--- src/rtl/xl_pkg.sv ---
package xl_pkg;
  typedef enum logic [1:0] {
    PH_YG = 2'd0,
    PH_YA = 2'd1,
    PH_XG = 2'd2,
    PH_XA = 2'd3
  } phase_e;

  localparam logic [2:0] LAMP_RED = 3'b100;
  localparam logic [2:0] LAMP_AMB = 3'b010;
  localparam logic [2:0] LAMP_GRN = 3'b001;

  typedef struct packed {
    logic [2:0] x;
    logic [2:0] y;
  } lamps_t;

  function automatic lamps_t lamps_of(phase_e ph);
    lamps_t l;
    unique case (ph)
      PH_YG: begin l.x = LAMP_RED; l.y = LAMP_GRN; end
      PH_YA: begin l.x = LAMP_RED; l.y = LAMP_AMB; end
      PH_XG: begin l.x = LAMP_GRN; l.y = LAMP_RED; end
      default: begin l.x = LAMP_AMB; l.y = LAMP_RED; end
    endcase
    return l;
  endfunction

  // active-low {g,f,e,d,c,b,a}
  function automatic logic [6:0] seg_of(logic [3:0] d);
    logic [6:0] on;
    case (d)
      4'd0: on = 7'b0111111;
      4'd1: on = 7'b0000110;
      4'd2: on = 7'b1011011;
      4'd3: on = 7'b1001111;
      4'd4: on = 7'b1100110;
      4'd5: on = 7'b1101101;
      4'd6: on = 7'b1111101;
      4'd7: on = 7'b0000111;
      4'd8: on = 7'b1111111;
      4'd9: on = 7'b1101111;
      default: on = 7'b1000000;
    endcase
    return ~on;
  endfunction
endpackage

--- src/rtl/xl_tick_div.sv ---
module xl_tick_div #(
  parameter int unsigned DIV = 50_000_000
) (
  input  logic clk_i,
  input  logic rst_ni,
  output logic tick_o
);
  localparam int unsigned CW = (DIV > 1) ? $clog2(DIV) : 1;
  localparam logic [CW-1:0] LAST = CW'(DIV - 1);

  logic [CW-1:0] cnt_q;

  always_ff @(posedge clk_i or negedge rst_ni) begin
    if (!rst_ni) begin
      cnt_q  <= '0;
      tick_o <= 1'b0;
    end else begin
      tick_o <= (cnt_q == LAST);
      cnt_q  <= (cnt_q == LAST) ? '0 : cnt_q + 1'b1;
    end
  end
endmodule

--- src/rtl/xl_phase_fsm.sv ---
module xl_phase_fsm
  import xl_pkg::*;
#(
  parameter int unsigned GREEN_S = 30,
  parameter int unsigned AMBER_S = 5,
  parameter int unsigned RW      = 5
) (
  input  logic          clk_i,
  input  logic          rst_ni,
  input  logic          tick_i,
  output logic [RW-1:0] remain_o,
  output lamps_t        lamps_o
);
  phase_e        phase_q, phase_d;
  logic [RW-1:0] remain_d;

  function automatic logic [RW-1:0] reload_of(phase_e ph);
    return (ph == PH_YG || ph == PH_XG) ? RW'(GREEN_S) : RW'(AMBER_S);
  endfunction

  always_comb begin
    phase_d  = phase_q;
    remain_d = remain_o;
    if (tick_i) begin
      if (remain_o <= RW'(1)) begin
        phase_d  = phase_e'(phase_q + 2'd1);
        remain_d = reload_of(phase_d);
      end else begin
        remain_d = remain_o - 1'b1;
      end
    end
  end

  // lamps follow next phase so they switch on the same edge as the state
  always_ff @(posedge clk_i or negedge rst_ni) begin
    if (!rst_ni) begin
      phase_q  <= PH_YG;
      remain_o <= RW'(GREEN_S);
      lamps_o  <= '0;
    end else begin
      phase_q  <= phase_d;
      remain_o <= remain_d;
      lamps_o  <= lamps_of(phase_d);
    end
  end
endmodule

--- src/rtl/xl_seg_scan.sv ---
module xl_seg_scan
  import xl_pkg::*;
#(
  parameter int unsigned SCAN_DIV = 25_000,
  parameter int unsigned RW       = 5
) (
  input  logic          clk_i,
  input  logic          rst_ni,
  input  logic [RW-1:0] remain_i,
  output logic [6:0]    seg_no,
  output logic [1:0]    dig_sel_no
);
  localparam int unsigned CW = (SCAN_DIV > 1) ? $clog2(SCAN_DIV) : 1;
  localparam logic [CW-1:0] LAST = CW'(SCAN_DIV - 1);

  logic [CW-1:0] cnt_q;
  logic          tens_sel_q;
  logic [7:0]    val;
  logic [3:0]    tens, units;

  always_ff @(posedge clk_i or negedge rst_ni) begin
    if (!rst_ni) begin
      cnt_q      <= '0;
      tens_sel_q <= 1'b0;
    end else if (cnt_q == LAST) begin
      cnt_q      <= '0;
      tens_sel_q <= ~tens_sel_q;
    end else begin
      cnt_q <= cnt_q + 1'b1;
    end
  end

  always_comb begin
    val   = 8'(remain_i);
    tens  = 4'(val / 8'd10);
    units = 4'(val % 8'd10);
    if (tens_sel_q) begin
      dig_sel_no = 2'b01;
      seg_no     = (tens == 4'd0) ? 7'b1111111 : seg_of(tens);
    end else begin
      dig_sel_no = 2'b10;
      seg_no     = seg_of(units);
    end
  end
endmodule

--- src/rtl/xing_light_ctrl.sv ---
module xing_light_ctrl
  import xl_pkg::*;
#(
  parameter int unsigned TICK_DIV = 50_000_000,
  parameter int unsigned SCAN_DIV = 25_000,
  parameter int unsigned GREEN_S  = 30,
  parameter int unsigned AMBER_S  = 5
) (
  input  logic       clk_i,
  input  logic       rst_ni,
  output logic [2:0] lamp_x_o,
  output logic [2:0] lamp_y_o,
  output logic [6:0] seg_no,
  output logic [1:0] dig_sel_no
);
  localparam int unsigned MAX_S = (GREEN_S > AMBER_S) ? GREEN_S : AMBER_S;
  localparam int unsigned RW    = $clog2(MAX_S + 1);

  logic          tick;
  logic [RW-1:0] remain;
  lamps_t        lamps;

  xl_tick_div #(.DIV(TICK_DIV)) u_tick (
    .clk_i (clk_i),
    .rst_ni(rst_ni),
    .tick_o(tick)
  );

  xl_phase_fsm #(.GREEN_S(GREEN_S), .AMBER_S(AMBER_S), .RW(RW)) u_fsm (
    .clk_i   (clk_i),
    .rst_ni  (rst_ni),
    .tick_i  (tick),
    .remain_o(remain),
    .lamps_o (lamps)
  );

  xl_seg_scan #(.SCAN_DIV(SCAN_DIV), .RW(RW)) u_scan (
    .clk_i     (clk_i),
    .rst_ni    (rst_ni),
    .remain_i  (remain),
    .seg_no    (seg_no),
    .dig_sel_no(dig_sel_no)
  );

  assign lamp_x_o = lamps.x;
  assign lamp_y_o = lamps.y;
endmodule

--- config.mk ---
export PLATFORM = sky130hd
export DESIGN_NAME = xing_light_ctrl
export DESIGN_NICKNAME = d
export VERILOG_FILES = /design/src/rtl/xl_pkg.sv /design/src/rtl/xl_tick_div.sv /design/src/rtl/xl_phase_fsm.sv /design/src/rtl/xl_seg_scan.sv /design/src/rtl/xing_light_ctrl.sv
export SDC_FILE = /design/constraint.sdc
export NUM_CORES = 1
export LEC_CHECK = 0
export BUFFER_PORTS_ARGS = -buffer_cell sky130_fd_sc_hd__buf_2
export CORE_ASPECT_RATIO = 2
export CORE_MARGIN = 4
export CORE_UTILIZATION = 41
export DETAILED_ROUTE_END_ITERATION = 10
export GPL_TIMING_DRIVEN = 0
export PLACE_DENSITY_LB_ADDON = 0.12
export SLEW_MARGIN = 10
export SYNTH_ARGS = -nofsm -noshare
export SYNTH_HDL_FRONTEND = slang
export SYNTH_SLANG_ARGS = --single-unit
export TNS_END_PERCENT = 5
--- constraint.sdc ---
create_clock -name clk_i -period 6.9 [get_ports clk_i]
set_clock_uncertainty 0.05 [all_clocks]
set_input_delay 1.035 -clock clk_i [delete_from_list [all_inputs] [get_ports clk_i]]
set_output_delay 1.035 -clock clk_i [all_outputs]
set_load 0.05 [all_outputs]
==> out/qor.yml, run 1 <==
outcome: "completed"
maxCapViolations: 0
setup_ws_ps: 2840
netSwitchingFraction_pct: 21.3
dpl.hpwl_um: 4760
r2r_end: "u_fsm.lamps_o[1]"
finalInstanceArea_um2: 3460
ys_ff_latch: 56
netSwitchingPower_mw: 0.125
worstPathArrival_ps: 2970
hold_end: "u_scan.cnt_q[0]"
placed_area_um2: 3310
wl_um: 6400
crit_type: "reg -> out"
critPathLaunchType: "flip-flop"
syn_to_final_growth_pct: 11.1
hold_path.class: "reg -> reg"
reg2reg_from: "u_fsm.remain_o[1]"
rsz0062_at_grt: "false"
final_cells: 432
pre_cts_ws_ps: 3200
maxSlewViolCount: 0
p_int_mw: 0.464
crit_required_ps: 5810
finalCriticalPeriod_ps: 4060
combinationalPowerShare_pct: 1.1
netlist_area_um2: 3110
netlist_instances: 316
synth_area_leaders: "dfrtp_1 42%, ha_1 5.2%, xnor2_1 4.2%"
postCtsHoldBufs: 0
grt_pass1_vias: 2483
ys_types: 54
crit_fanout: 8
antennaDiodeCount: 0
vdd_drop_max_uv: 184
cts-htree-levels: 2
min_from: "u_scan.cnt_q[0]"
rrSetupSlack_ps: 4540
grt_usage_pct: 15.0
sequentialPowerShare_pct: 55.6
cts_setup_buffers: 0
yosys.area.top_type: "dfrtp_1"
grt_max_degree: 57
die_h_um: 131
grt_overflow_total: 0
grt_pass1_wl_um: 11300
rows: 44
crit_path_end_kind: "primary output"
p_total_mw: 0.590
postRouteAntennaNets: 0
cts_tree: "done"
clk_latency_ps: 300
io_pins: 17
numPortBuffers: 16
final_nets: 354
antenna_found_initial: 0
ys_seq_area_share_pct: 45.2
whs_ps: 403
clk_pin_slew_ps: 70
finalHoldViolCount: 0
r2r_cells: 8
syn_area_per_cell_um2: 9.85
drtPass1Iterations: 4
power.density_nw_per_um2: 171
numClockSinks: 56
setup_viol: 0
synth_edf_count: 0
relSlewSlack_pct: 43.8
root_buffer: "clkbuf_16"
fin_crit_sh_pct: 58.8
vias_per_cell: 5.50
placeableCoreArea_um2: 7320
dp_cells: 424
drive_above_1_share_pct: 12.6
yosysTopAreaCellShare_pct: 41.8
cts.path.max_buffers: 2
final_common_cell: "dfrtp_1"
ys.flop_type: "dfrtp_1"
worst_slew_pin_slew_ps: 835
leakage_nw: 1.52
routedWlPerCell_um: 14.8
die_area_um2: 9130
layout_common_cells: "52 x dfrtp_1, 28 x nor2_1, 25 x nand3_1"
ys_async_sr_fraction_pct: 100
hold_path_depth: 1
final_core_util_pct: 47.2
drt_iter0_drc: 112
routed-via-count: 2376
setup_tns_ps: 0
route.detailed.drc: 0
die_x_um: 69.6
yosysWarnings: 0
fmax_mhz: 247
cts_resized: 0
power.share.clock_pct: 43.3
globalplace.congestion: 0.821
start_util_pct: 42.5
numCtsBuffers: 5
syn_nets: 331
[worst max-delay path: stages, from the launching register on]
cell and delay (ps):
dfrtp_1 460, inv_1 260, ha_1 260, inv_1 80, o21a_1 190, o21ai_0 330, ha_1 260, o21ai_0 90
a22o_1 240, a22oi_1 200, buf_2 300
[metal layers]
| metal | vias up | GRT usage (%) | wire length (um) |
|---|---|---|---|
| met3 | 16 | 2.60 | 162 |
| met1 | 1139 | 15.3 | 2400 |
| met4 | 0 | 7.83 | 210 |
| met5 | - | 0 | 0 |
| li1 | 1185 | - | - |
| met2 | 36 | 28.4 | 3630 |
[how the worst max path moves through the flow]
| stage | startpoint | endpoint |
|---|---|---|
| after floorplan | u_fsm.remain_o[1] | seg_no[1] |
| after global placement | u_fsm.remain_o[0] | seg_no[6] |
| after detailed placement | u_fsm.remain_o[0] | seg_no[6] |
| after CTS | u_fsm.remain_o[0] | seg_no[6] |
| after global routing | u_fsm.remain_o[1] | seg_no[1] |
| final | u_fsm.remain_o[0] | seg_no[6] |
[power groups by stage]
stage / clock (mW) / combinational [mW] / sequential [mW]
after floorplan: 0 / 0.000000639 / 0.335
after CTS: 0.267 / 0.00721 / 0.328
after detailed placement: 0 / 0.00723 / 0.334
after global placement: 0 / 0.00695 / 0.334
after global routing: 0.280 / 0.00803 / 0.328
final: 0.255 / 0.00654 / 0.328
[Yosys cell counts, drive strengths merged (2+ instances only)]
library cell  instances
o2111ai               2
o211ai                2
or4b                  4
xor2                 15
or3                   2
a22o                  3
dfstp                 4
nand2                16
or2                   3
xnor2                15
and4                  3
buf                   3
mux2                  2
inv                  18
nand2b                4
or4                  10
nor2b                 5
clkbuf                8
nor3                  5
nand3                25
o21a                  2
and3                  5
a21oi                14
o21bai                2
o21ai                10
a31oi                 3
o31ai                 8
ha                   13
nand3b                2
dfrtp                52
nor4                  7
nor2                 28
nand4                 7
[kinds of logic (layout without fill, tap and decap cells)]
| logic type | Yosys count | count (layout) | synth area share (%) |
|---|---|---|---|
| buf+inv | 29 | 53 | 4.10 |
| fa+ha+maj | 13 | 13 | 5.23 |
| mux | 2 | 2 | 0.724 |
| simple gates | 132 | 132 | 24.8 |
| xor+xnor | 30 | 30 | 8.44 |
| flops | 56 | 56 | 45.2 |
| compound gates | 54 | 54 | 11.5 |
[state kept, by name, summed over array words and instances, names as in the netlist]
signal / flops
u_tick.tick_o: 1
u_scan.tens_sel_q: 1
u_fsm.phase_q: 2
u_fsm.lamps_o: 6
u_fsm.remain_o: 5
u_tick.cnt_q: 26
u_scan.cnt_q: 15
[layout make-up]
| class | count | area [um2] |
|---|---|---|
| Timing Repair Buffer | 16 | 82.6 |
| Tap cell | 92 | 115 |
| Clock buffer | 5 | 125 |
| Clock inverter | 3 | 22.5 |
| Inverter | 18 | 67.6 |
| Buffer | 11 | 60.1 |
| Multi-Input combinational cell | 231 | 1580 |
| Sequential cell | 56 | 1410 |
| Fill cell | 729 | 3860 |
Power figures use the tool's default switching activity.
==> run 2, diff against run 1 <==
- clock period: 6.9 -> 3.3 ns (I/O delays scaled with it)
==> run 2 against run 1 <==
Critical path depth down 1. Power is 110% higher. First-iteration DRC count is 13% lower. Register-to-register slack got worse by 3600 ps. Count of clock-buffer cells in the layout stayed put. Sequential share of layout area is 0.59 points lower.
==> out/qor.yml, run 2 (synthesis results as in run 1) <==
r2r_cells: 5
hold_path.class: "in -> async"
netSwitchingFraction_pct: 21.3
power.density_nw_per_um2: 351
clk_latency_ps: 300
rsz0062_at_grt: "true"
cp.buffers_inverters: 3
outcome: "completed"
cp_top_family: "simple AND/OR/NAND/NOR gates"
crit_type: "reg -> out"
rrSetupSlack_ps: 920
io_pins: 17
crit_fanout: 8
routed-via-count: 2384
die_x_um: 69.6
power.share.clock_pct: 43.3
final_common_cell: "dfrtp_1"
dp_cells: 424
grt_max_degree: 57
numCtsBuffers: 5
crit_required_ps: 2750
root_buffer: "clkbuf_16"
syn_to_final_growth_pct: 12.8
grt_usage_pct: 15.4
wl_um: 6530
antenna_found_initial: 0
postRouteAntennaNets: 0
drive_above_1_share_pct: 15.0
grt_pass1_wl_um: 11300
placed_area_um2: 3310
grt_overflow_total: 0
combinationalPowerShare_pct: 1.1
p_total_mw: 1.23
dpl.hpwl_um: 4830
numPortBuffers: 16
relSlewSlack_pct: 42.0
drt_iter0_drc: 97
start_util_pct: 42.5
crit_chain: "inv_4 > ha_1 > inv_1 > o21a_1 > o21a_1 > ha_1 > or4b_1 > nand3_1 > buf_4"
regMostFlops: "u_tick.cnt_q"
worst_slew_pin_slew_ps: 862
fmax_mhz: 318
numClockSinks: 56
die_area_um2: 9130
clk_pin_slew_ps: 70
r2r_end: "u_tick.cnt_q[5]"
vias_per_cell: 5.51
largest_reg_flops: 26
finalInstanceArea_um2: 3510
worst-path-stages: 9
cpMaxStageDelayCell: "or4b_1"
netSwitchingPower_mw: 0.262
setup_viol: 0
slowest_delay_ps: 520
vdd_drop_max_uv: 413
worstPathArrival_ps: 2600
placeableCoreArea_um2: 7320
grt_pass1_vias: 2449
cts.path.max_buffers: 2
fin_crit_sh_pct: 95.4
layout_common_cells: "51 x dfrtp_1, 28 x nor2_1, 25 x nand3_1"
die_h_um: 131
cts-htree-levels: 2
finalHoldViolCount: 0
antennaDiodeCount: 0
routedWlPerCell_um: 15.1
route.detailed.drc: 0
final_nets: 355
reg_top3: "u_tick.cnt_q x26, u_scan.cnt_q x15, u_fsm.lamps_o x6"
sequentialPowerShare_pct: 55.6
postCtsHoldBufs: 0
p_int_mw: 0.971
leakage_nw: 1.54
rows: 44
reg2reg_from: "u_tick.cnt_q[10]"
crit_path_end_kind: "primary output"
globalplace.congestion: 0.813
critPathLaunchType: "flip-flop"
finalCriticalPeriod_ps: 3150
drtPass1Iterations: 4
maxCapViolations: 0
maxSlewViolCount: 0
final_cells: 433
cts_tree: "done"
## run 2: worst max path at each step
stage | to | from
6_report | seg_no[5] | u_fsm.remain_o[0]
5_1_grt | seg_no[6] | u_fsm.remain_o[0]
4_1_cts | seg_no[3] | u_fsm.remain_o[4]
3_5_place_dp | seg_no[6] | u_fsm.remain_o[0]
3_3_place_gp | seg_no[6] | u_fsm.remain_o[0]
2_1_floorplan | seg_no[4] | u_fsm.remain_o[0]
## run 2: power groups by stage
stage          sequential (mW)  combinational (mW)  clock (mW)
6_report                 0.686              0.0136       0.534
5_1_grt                  0.686              0.0166       0.589
4_1_cts                  0.686              0.0148       0.560
3_5_place_dp             0.699              0.0149           0
3_3_place_gp             0.699              0.0145           0
2_1_floorplan            0.699         0.000000641           0
## run 2: layout make-up
class,count,area [um2]
Fill cell,719,3810
Clock buffer,5,125
Clock inverter,3,22.5
Timing Repair Buffer,17,116
Buffer,11,68.8
Sequential cell,56,1410
Tap cell,92,115
Multi-Input combinational cell,231,1590
Inverter,18,70.1
## run 2: what timing repair did
item,in CTS,in global routing
gates cloned,0,0
pin swaps,0,0
resized for setup,4,18
endpoints found under the setup margin,5,6
setup buffers,0,1
endpoints found under the hold margin,0,0
## run 2: per-layer routing
metal,global-route usage [%],vias to the layer above,part of all wire (%)
met1,15.1,1149,38
li1,-,1181,-
met3,2.60,19,2.3
met2,29.3,35,56
met4,8.59,0,4.1
met5,0,-,0
## run 2: stage by stage
step	setup TNS, ps	worst slack, ps	hold WS [ps]	utilization (%)
finish	0	153	197	47.9
global route	-39.7	-30.0	251	47.9
CTS	0	6.60	224	47.3
detailed placement	0	182	404	45.3
global placement	0	187	390	45.2
floorplan	-73.9	-73.9	149	-
